==> config.mk <==
export PLATFORM = sky130hd
export DESIGN_NAME = tmr_evt_flags
export DESIGN_NICKNAME = d
export VERILOG_FILES = /design/src/rtl/tmr_evt_pkg.sv /design/src/rtl/tmr_evgen.sv /design/src/rtl/tmr_chan_flag.sv /design/src/rtl/tmr_upd_flag.sv /design/src/rtl/tmr_evt_flags.sv
export SDC_FILE = /design/constraint.sdc
export NUM_CORES = 1
export LEC_CHECK = 0
export CORE_AREA = 4 4 43 74
export DETAILED_ROUTE_END_ITERATION = 7
export DIE_AREA = 0 0 47 78
export PLACE_DENSITY = 0.77
export SLEW_MARGIN = 40
export SYNTH_ARGS = -nofsm -noshare
export SYNTH_HDL_FRONTEND = slang
export SYNTH_SLANG_ARGS = --single-unit
export TNS_END_PERCENT = 5
==> constraint.sdc <==
create_clock -name clk -period 0.8 [get_ports clk]
set_input_delay 0.16 -clock clk [delete_from_list [all_inputs] [get_ports clk]]
set_output_delay 0.16 -clock clk [all_outputs]
set_load 0.03 [all_outputs]
==> src/rtl/tmr_evt_pkg.sv <==
package tmr_evt_pkg;
  localparam int unsigned REG_W     = 16;
  localparam bit          ADDR_STAT = 1'b0;
  localparam bit          ADDR_EGEN = 1'b1;

  // Hardware source of a channel flag, chosen by direction, plus forced event.
  function automatic logic chan_set(input logic out_mode, input logic cmp,
                                    input logic cap, input logic gen);
    return (out_mode ? cmp : cap) | gen;
  endfunction

  // Update flag set condition with its two gating bits.
  function automatic logic upd_set(input logic ovf, input logic unf,
                                   input logic sw_restart, input logic trg_restart,
                                   input logic dis, input logic wrap_only);
    logic wrap, restart;
    wrap    = ovf | unf;
    restart = sw_restart | trg_restart;
    return !dis && (wrap || (!wrap_only && restart));
  endfunction

  // Sticky flag: set dominates clear.
  function automatic logic sticky_next(input logic cur, input logic set,
                                       input logic clr);
    return set | (cur & ~clr);
  endfunction
endpackage

==> src/rtl/tmr_evgen.sv <==
module tmr_evgen
  import tmr_evt_pkg::*;
#(
  parameter int unsigned NCH = 4
) (
  input  logic             reg_wr,
  input  logic             reg_addr,
  input  logic [REG_W-1:0] reg_wdata,
  output logic             ug_w,
  output logic [NCH-1:0]   ccg_w,
  output logic             tg_w,
  output logic [NCH+2:0]   sw_clr
);
  localparam int unsigned FW     = NCH + 3;
  localparam int unsigned TG_BIT = NCH + 2;
  localparam int unsigned RS_BIT = NCH + 1;

  logic sel_stat, sel_gen;
  logic unused_wbits;

  assign sel_stat = reg_wr && (reg_addr == ADDR_STAT);
  assign sel_gen  = reg_wr && (reg_addr == ADDR_EGEN);

  // Status write: a 0 bit requests a clear, a 1 bit leaves the flag.
  assign sw_clr = sel_stat ? ~reg_wdata[FW-1:0] : '0;

  // Event register: pure strobes, nothing is stored.
  assign ug_w  = sel_gen & reg_wdata[0];
  assign ccg_w = sel_gen ? reg_wdata[NCH:1] : '0;
  assign tg_w  = sel_gen & reg_wdata[TG_BIT];

  assign unused_wbits = ^{reg_wdata[REG_W-1:FW], reg_wdata[RS_BIT]};
endmodule

==> src/rtl/tmr_chan_flag.sv <==
module tmr_chan_flag
  import tmr_evt_pkg::*;
(
  input  logic clk,
  input  logic rst_n,
  input  logic out_mode,
  input  logic cmp_hit,
  input  logic cap_edge,
  input  logic ccv_rd,
  input  logic gen,
  input  logic sw_clr,
  output logic flag_q
);
  logic set_w, rd_clr_w, clr_w;

  assign set_w    = chan_set(out_mode, cmp_hit, cap_edge, gen);
  assign rd_clr_w = !out_mode && ccv_rd;
  assign clr_w    = sw_clr | rd_clr_w;

  always_ff @(posedge clk or negedge rst_n) begin
    if (!rst_n) flag_q <= 1'b0;
    else        flag_q <= sticky_next(flag_q, set_w, clr_w);
  end


  out_set_chk: assert property (@(posedge clk) disable iff (!rst_n)
    (out_mode && cmp_hit) |=> flag_q);

  in_set_chk: assert property (@(posedge clk) disable iff (!rst_n)
    (!out_mode && cap_edge) |=> flag_q);

  rd_clr_chk: assert property (@(posedge clk) disable iff (!rst_n)
    (!out_mode && ccv_rd && !cap_edge && !gen) |=> !flag_q);

  chan_hold_chk: assert property (@(posedge clk) disable iff (!rst_n)
    (flag_q && !sw_clr && (out_mode || !ccv_rd)) |=> flag_q);
endmodule

==> src/rtl/tmr_upd_flag.sv <==
module tmr_upd_flag
  import tmr_evt_pkg::*;
(
  input  logic clk,
  input  logic rst_n,
  input  logic cnt_ovf,
  input  logic cnt_unf,
  input  logic ug,
  input  logic trg_reinit,
  input  logic upd_dis,
  input  logic upd_src_sel,
  input  logic sw_clr,
  output logic flag_q
);
  logic set_w;

  assign set_w = upd_set(cnt_ovf, cnt_unf, ug, trg_reinit, upd_dis, upd_src_sel);

  always_ff @(posedge clk or negedge rst_n) begin
    if (!rst_n) flag_q <= 1'b0;
    else        flag_q <= sticky_next(flag_q, set_w, sw_clr);
  end


  wrap_set_chk: assert property (@(posedge clk) disable iff (!rst_n)
    (!upd_dis && (cnt_ovf || cnt_unf)) |=> flag_q);

  upd_gate_chk: assert property (@(posedge clk) disable iff (!rst_n)
    (!flag_q && (upd_dis || (upd_src_sel && !cnt_ovf && !cnt_unf))) |=> !flag_q);

  upd_hold_chk: assert property (@(posedge clk) disable iff (!rst_n)
    (flag_q && !sw_clr) |=> flag_q);
endmodule

==> src/rtl/tmr_evt_flags.sv <==
module tmr_evt_flags
  import tmr_evt_pkg::*;
#(
  parameter int unsigned NCH = 4
) (
  input  logic             clk,
  input  logic             rst_n,
  input  logic             reg_wr,
  input  logic             reg_addr,
  input  logic [REG_W-1:0] reg_wdata,
  output logic [REG_W-1:0] stat_rdata,
  input  logic [NCH-1:0]   ch_out_mode,
  input  logic [NCH-1:0]   cmp_hit,
  input  logic [NCH-1:0]   cap_edge,
  input  logic [NCH-1:0]   ccv_rd,
  input  logic             cnt_ovf,
  input  logic             cnt_unf,
  input  logic             trg_reinit,
  input  logic             trg_pulse,
  input  logic             upd_dis,
  input  logic             upd_src_sel,
  input  logic [NCH+2:0]   irq_en,
  output logic [NCH+2:0]   irq,
  output logic             ug_req
);
  localparam int unsigned FW     = NCH + 3;
  localparam int unsigned TG_BIT = NCH + 2;
  localparam int unsigned RS_BIT = NCH + 1;

  logic           ug_w, tg_w, upd_flag, trg_flag;
  logic [NCH-1:0] ccg_w, ch_flag;
  logic [FW-1:0]  sw_clr, flags_w;
  logic           unused_rsv_clr;

  tmr_evgen #(.NCH(NCH)) u_gen (
    .reg_wr    (reg_wr),
    .reg_addr  (reg_addr),
    .reg_wdata (reg_wdata),
    .ug_w      (ug_w),
    .ccg_w     (ccg_w),
    .tg_w      (tg_w),
    .sw_clr    (sw_clr)
  );

  tmr_upd_flag u_upd (
    .clk         (clk),
    .rst_n       (rst_n),
    .cnt_ovf     (cnt_ovf),
    .cnt_unf     (cnt_unf),
    .ug          (ug_w),
    .trg_reinit  (trg_reinit),
    .upd_dis     (upd_dis),
    .upd_src_sel (upd_src_sel),
    .sw_clr      (sw_clr[0]),
    .flag_q      (upd_flag)
  );

  for (genvar i = 0; i < NCH; i++) begin : g_ch
    tmr_chan_flag u_ch (
      .clk      (clk),
      .rst_n    (rst_n),
      .out_mode (ch_out_mode[i]),
      .cmp_hit  (cmp_hit[i]),
      .cap_edge (cap_edge[i]),
      .ccv_rd   (ccv_rd[i]),
      .gen      (ccg_w[i]),
      .sw_clr   (sw_clr[i+1]),
      .flag_q   (ch_flag[i])
    );
  end

  always_ff @(posedge clk or negedge rst_n) begin
    if (!rst_n) trg_flag <= 1'b0;
    else        trg_flag <= sticky_next(trg_flag, trg_pulse | tg_w, sw_clr[TG_BIT]);
  end

  assign unused_rsv_clr = sw_clr[RS_BIT];
  assign flags_w    = {trg_flag, 1'b0, ch_flag, upd_flag};
  assign stat_rdata = {{(REG_W-FW){1'b0}}, flags_w};
  assign irq        = flags_w & irq_en;
  assign ug_req     = ug_w;


  trig_set_chk: assert property (@(posedge clk) disable iff (!rst_n)
    trg_pulse |=> stat_rdata[TG_BIT]);

  tg_gen_chk: assert property (@(posedge clk) disable iff (!rst_n)
    (reg_wr && reg_addr && reg_wdata[TG_BIT]) |=> stat_rdata[TG_BIT]);

  set_wins_chk: assert property (@(posedge clk) disable iff (!rst_n)
    (trg_pulse && reg_wr && !reg_addr && !reg_wdata[TG_BIT]) |=> stat_rdata[TG_BIT]);
endmodule

==> flow_summary.yaml <==
clock_network:
  ctsLongestPathBuffers: 2
  numCtsBuffers: 3
  root_buffer: "clkbuf_8"
  htree_levels: 1
  cts.sinks: 6
  clock_latency_ns: 0.22
  cts_tree: "yes"
  cts.clk_slew.worst_paths_ns: 0.03
timing:
  grt_setup_unrepaired: "true"
  period_share: 1.33
  finalMaxSlewViolations: 0
  finalWorstSetupSlack_ns: -0.268
  period_needed_ns: 1.07
  hold_viol_final: 0
  hold_slack_ns: 0.191
  max_freq_ghz: 0.936
  setup_violations: 18
  skew_ns: 0
drt:
  first_pass_iters: 4
  antenna_left: 0
  vias: 669
  drc_errors: 0
  wl_um: 1940
  avgRoutedWirePerCell_um: 12.9
  vias_per_cell: 4.46
  drt_iter0_markers: 13
critical_path:
  cp_num_buf_inv: 1
  cp_max_fo: 4
  reg2reg_setup_slack_ns: -0.17
  rr_worst_depth: 4
  cpLargestDelayFamily: "flip-flops"
  r2r-start: "g_ch[2].u_ch.flag_q"
  endpoint_kind: "output pin"
  crit_chain: "and2_4 > buf_6"
  cp_data_required_time_ns: 0.64
  crit_arrival_ns: 0.91
  cp_slowest_cell: "dfrtp_1"
  critPathLaunchType: "register"
  r2r_end: "g_ch[2].u_ch.flag_q"
  slowest_delay_ns: 0.40
  path_class: "reg -> out"
placement:
  gp_congestion: 0.649
  dpl.hpwl_um: 1670
  io_buffer_count: 50
  numPlacedInstances: 140
floorplanning:
  die_w_um: 47
  rows: 25
  start_util: 0.210
  design.core.area_um2: 2630
  io_pins: 73
  dieArea_um2: 3670
  die_h_um: 78
outcome:
  outcome: "finished, violations left"
  violations: "negative setup slack"
layout:
  nets: 174
  drive_gt1_frac: 0.390
  instances_no_fill: 150
  n_antenna_cell: 0
  fill_cells: 268
  syn_to_final_growth_pct: 118
synthesis:
  synthDistinctLibCells: 17
  synth_most_common_cell: "buf_4"
  syn_inst: 65
  synthMuxAreaShare: 0.0726
  synth.top_cell.area_share: 0.272
  ys.warnings.count: 0
  yosys.area_share.xor_xnor: 0
  synth_fa_ha_area_frac: 0
  synth_ff_type: "dfrtp_1"
  ys_seq_elements: 6
  yosysSeqAreaShare: 0.272
  syn_area_um2: 552
  synth_top_family_by_area: "buffers and inverters"
  async_flop_share: 1.00
  synth_top_area_cell: "dfrtp_1"
  synth_edf_count: 0
  avgSynthCellArea_um2: 8.49
  synthTopCellsByArea: "dfrtp_1, buf_4, nand2b_1, mux2i_1, and2_1"
  synth_compound_area_frac: 0.195
  synth_common_cells: "buf_4, nand2b_1, and2_1, dfrtp_1"
  synth_simple_gate_area_frac: 0.206
power_and_ir_drop:
  power_density_nw_per_um2: 1320
  p_int_uw: 1080
  leakage_uw: 0.000561
  seq_power_share: 0.228
  p_clk_frac: 0.279
  netSwitchingFraction: 0.319
  vdd_drop_max_v: 0.000668
  p_comb_frac: 0.493
  switchingPower_uw: 507
global_routing:
  first_global_vias: 763
  grt_max_degree: 7
  grt.overflow.total: 0
  antenna_found_initial: 0
  grt_pass1_wl_um: 3110
  track_usage: 0.115
run:
  cap_viol_max_count: 0
min_path:
  hold_path_class: "in -> async"
-- timing repair --
action,CTS,global route
buffers inserted,5,2
resized for setup,46,4
hold buffers,0,0
hold endpoints to repair,0,0
setup endpoints to repair,19,18
pin swaps,7,1
-- routing by layer --
layer	vias up	routed length (µm)	GRT usage
met5	-	0	0
li1	318	-	-
met4	0	17	0.0582
met2	43	1130	0.213
met3	2	282	0.0394
met1	306	514	0.0989
-- worst max-delay path by stage --
stage / to / startpoint / cells after the start / slack [ns]
final: irq[2] / g_ch[1].u_ch.flag_q / 2 / -0.27
after global routing: irq[2] / g_ch[1].u_ch.flag_q / 2 / -0.31
after CTS: irq[2] / g_ch[1].u_ch.flag_q / 2 / -0.28
after detailed placement: u_upd.flag_q / reg_wr / 4 / -0.54
after global placement: u_upd.flag_q / reg_wr / 4 / -0.46
after floorplan: u_upd.flag_q / reg_wdata[0] / 3 / -0.03
-- layout by cell type, fill, tap and decap left out, types with 4 or more instances in the layout --
cell type / n
and2_4: 6
nand2b_4: 4
o21ai_1: 4
conb_1: 11
clkdlybuf4s50_1: 29
buf_4: 13
dfrtp_1: 6
dlygate4sd2_1: 4
nand2b_1: 5
buf_6: 13
a31oi_1: 4
mux2i_1: 4
-- flip-flops by register name (all words and copies together) (netlist names) --
name / count
u_upd.flag_q: 1
trg_flag: 1
g_ch.u_ch.flag_q: 4
-- power by group through the flow --
stage,Sequential (µW),Combinational [µW],Clock [µW]
2_1_floorplan,359,381,0
3_3_place_gp,367,618,0
3_5_place_dp,370,633,0
4_1_cts,363,761,457
5_1_grt,368,833,475
6_report,362,784,443
-- cell type report --
cell class / count / area (µm²) / share of cell area
tap: 27 / 33.8 / 0.0281
sequential: 6 / 150 / 0.125
timing repair buffer: 63 / 597 / 0.496
inverter: 1 / 3.75 / 0.00312
clock buffer: 3 / 41.3 / 0.0343
multi-input combinational: 50 / 377 / 0.313
-- stage by stage --
stage	instance area (µm²)	TNS (ns)	setup WS [ns]	total power, µW	util
floorplan	591	-0.0739	-0.0283	740	-
global placement	1000	-4.50	-0.462	986	0.382
detailed placement	1000	-4.86	-0.544	1000	0.382
CTS	1170	-3.24	-0.281	1580	0.447
global route	1200	-4.01	-0.305	1680	0.458
finish	1200	-3.32	-0.268	1590	0.458
-- cell families (layout without fill, tap and decap cells) --
group	count (synthesis)	in the layout
AND/OR/NAND/NOR	18	18
AO/OA/AOI/OAI	17	17
other	1	11
flip-flops	6	6
buffers and inverters	19	67
multiplexers	4	4
Note: power is estimated with default switching activity, not from simulation.
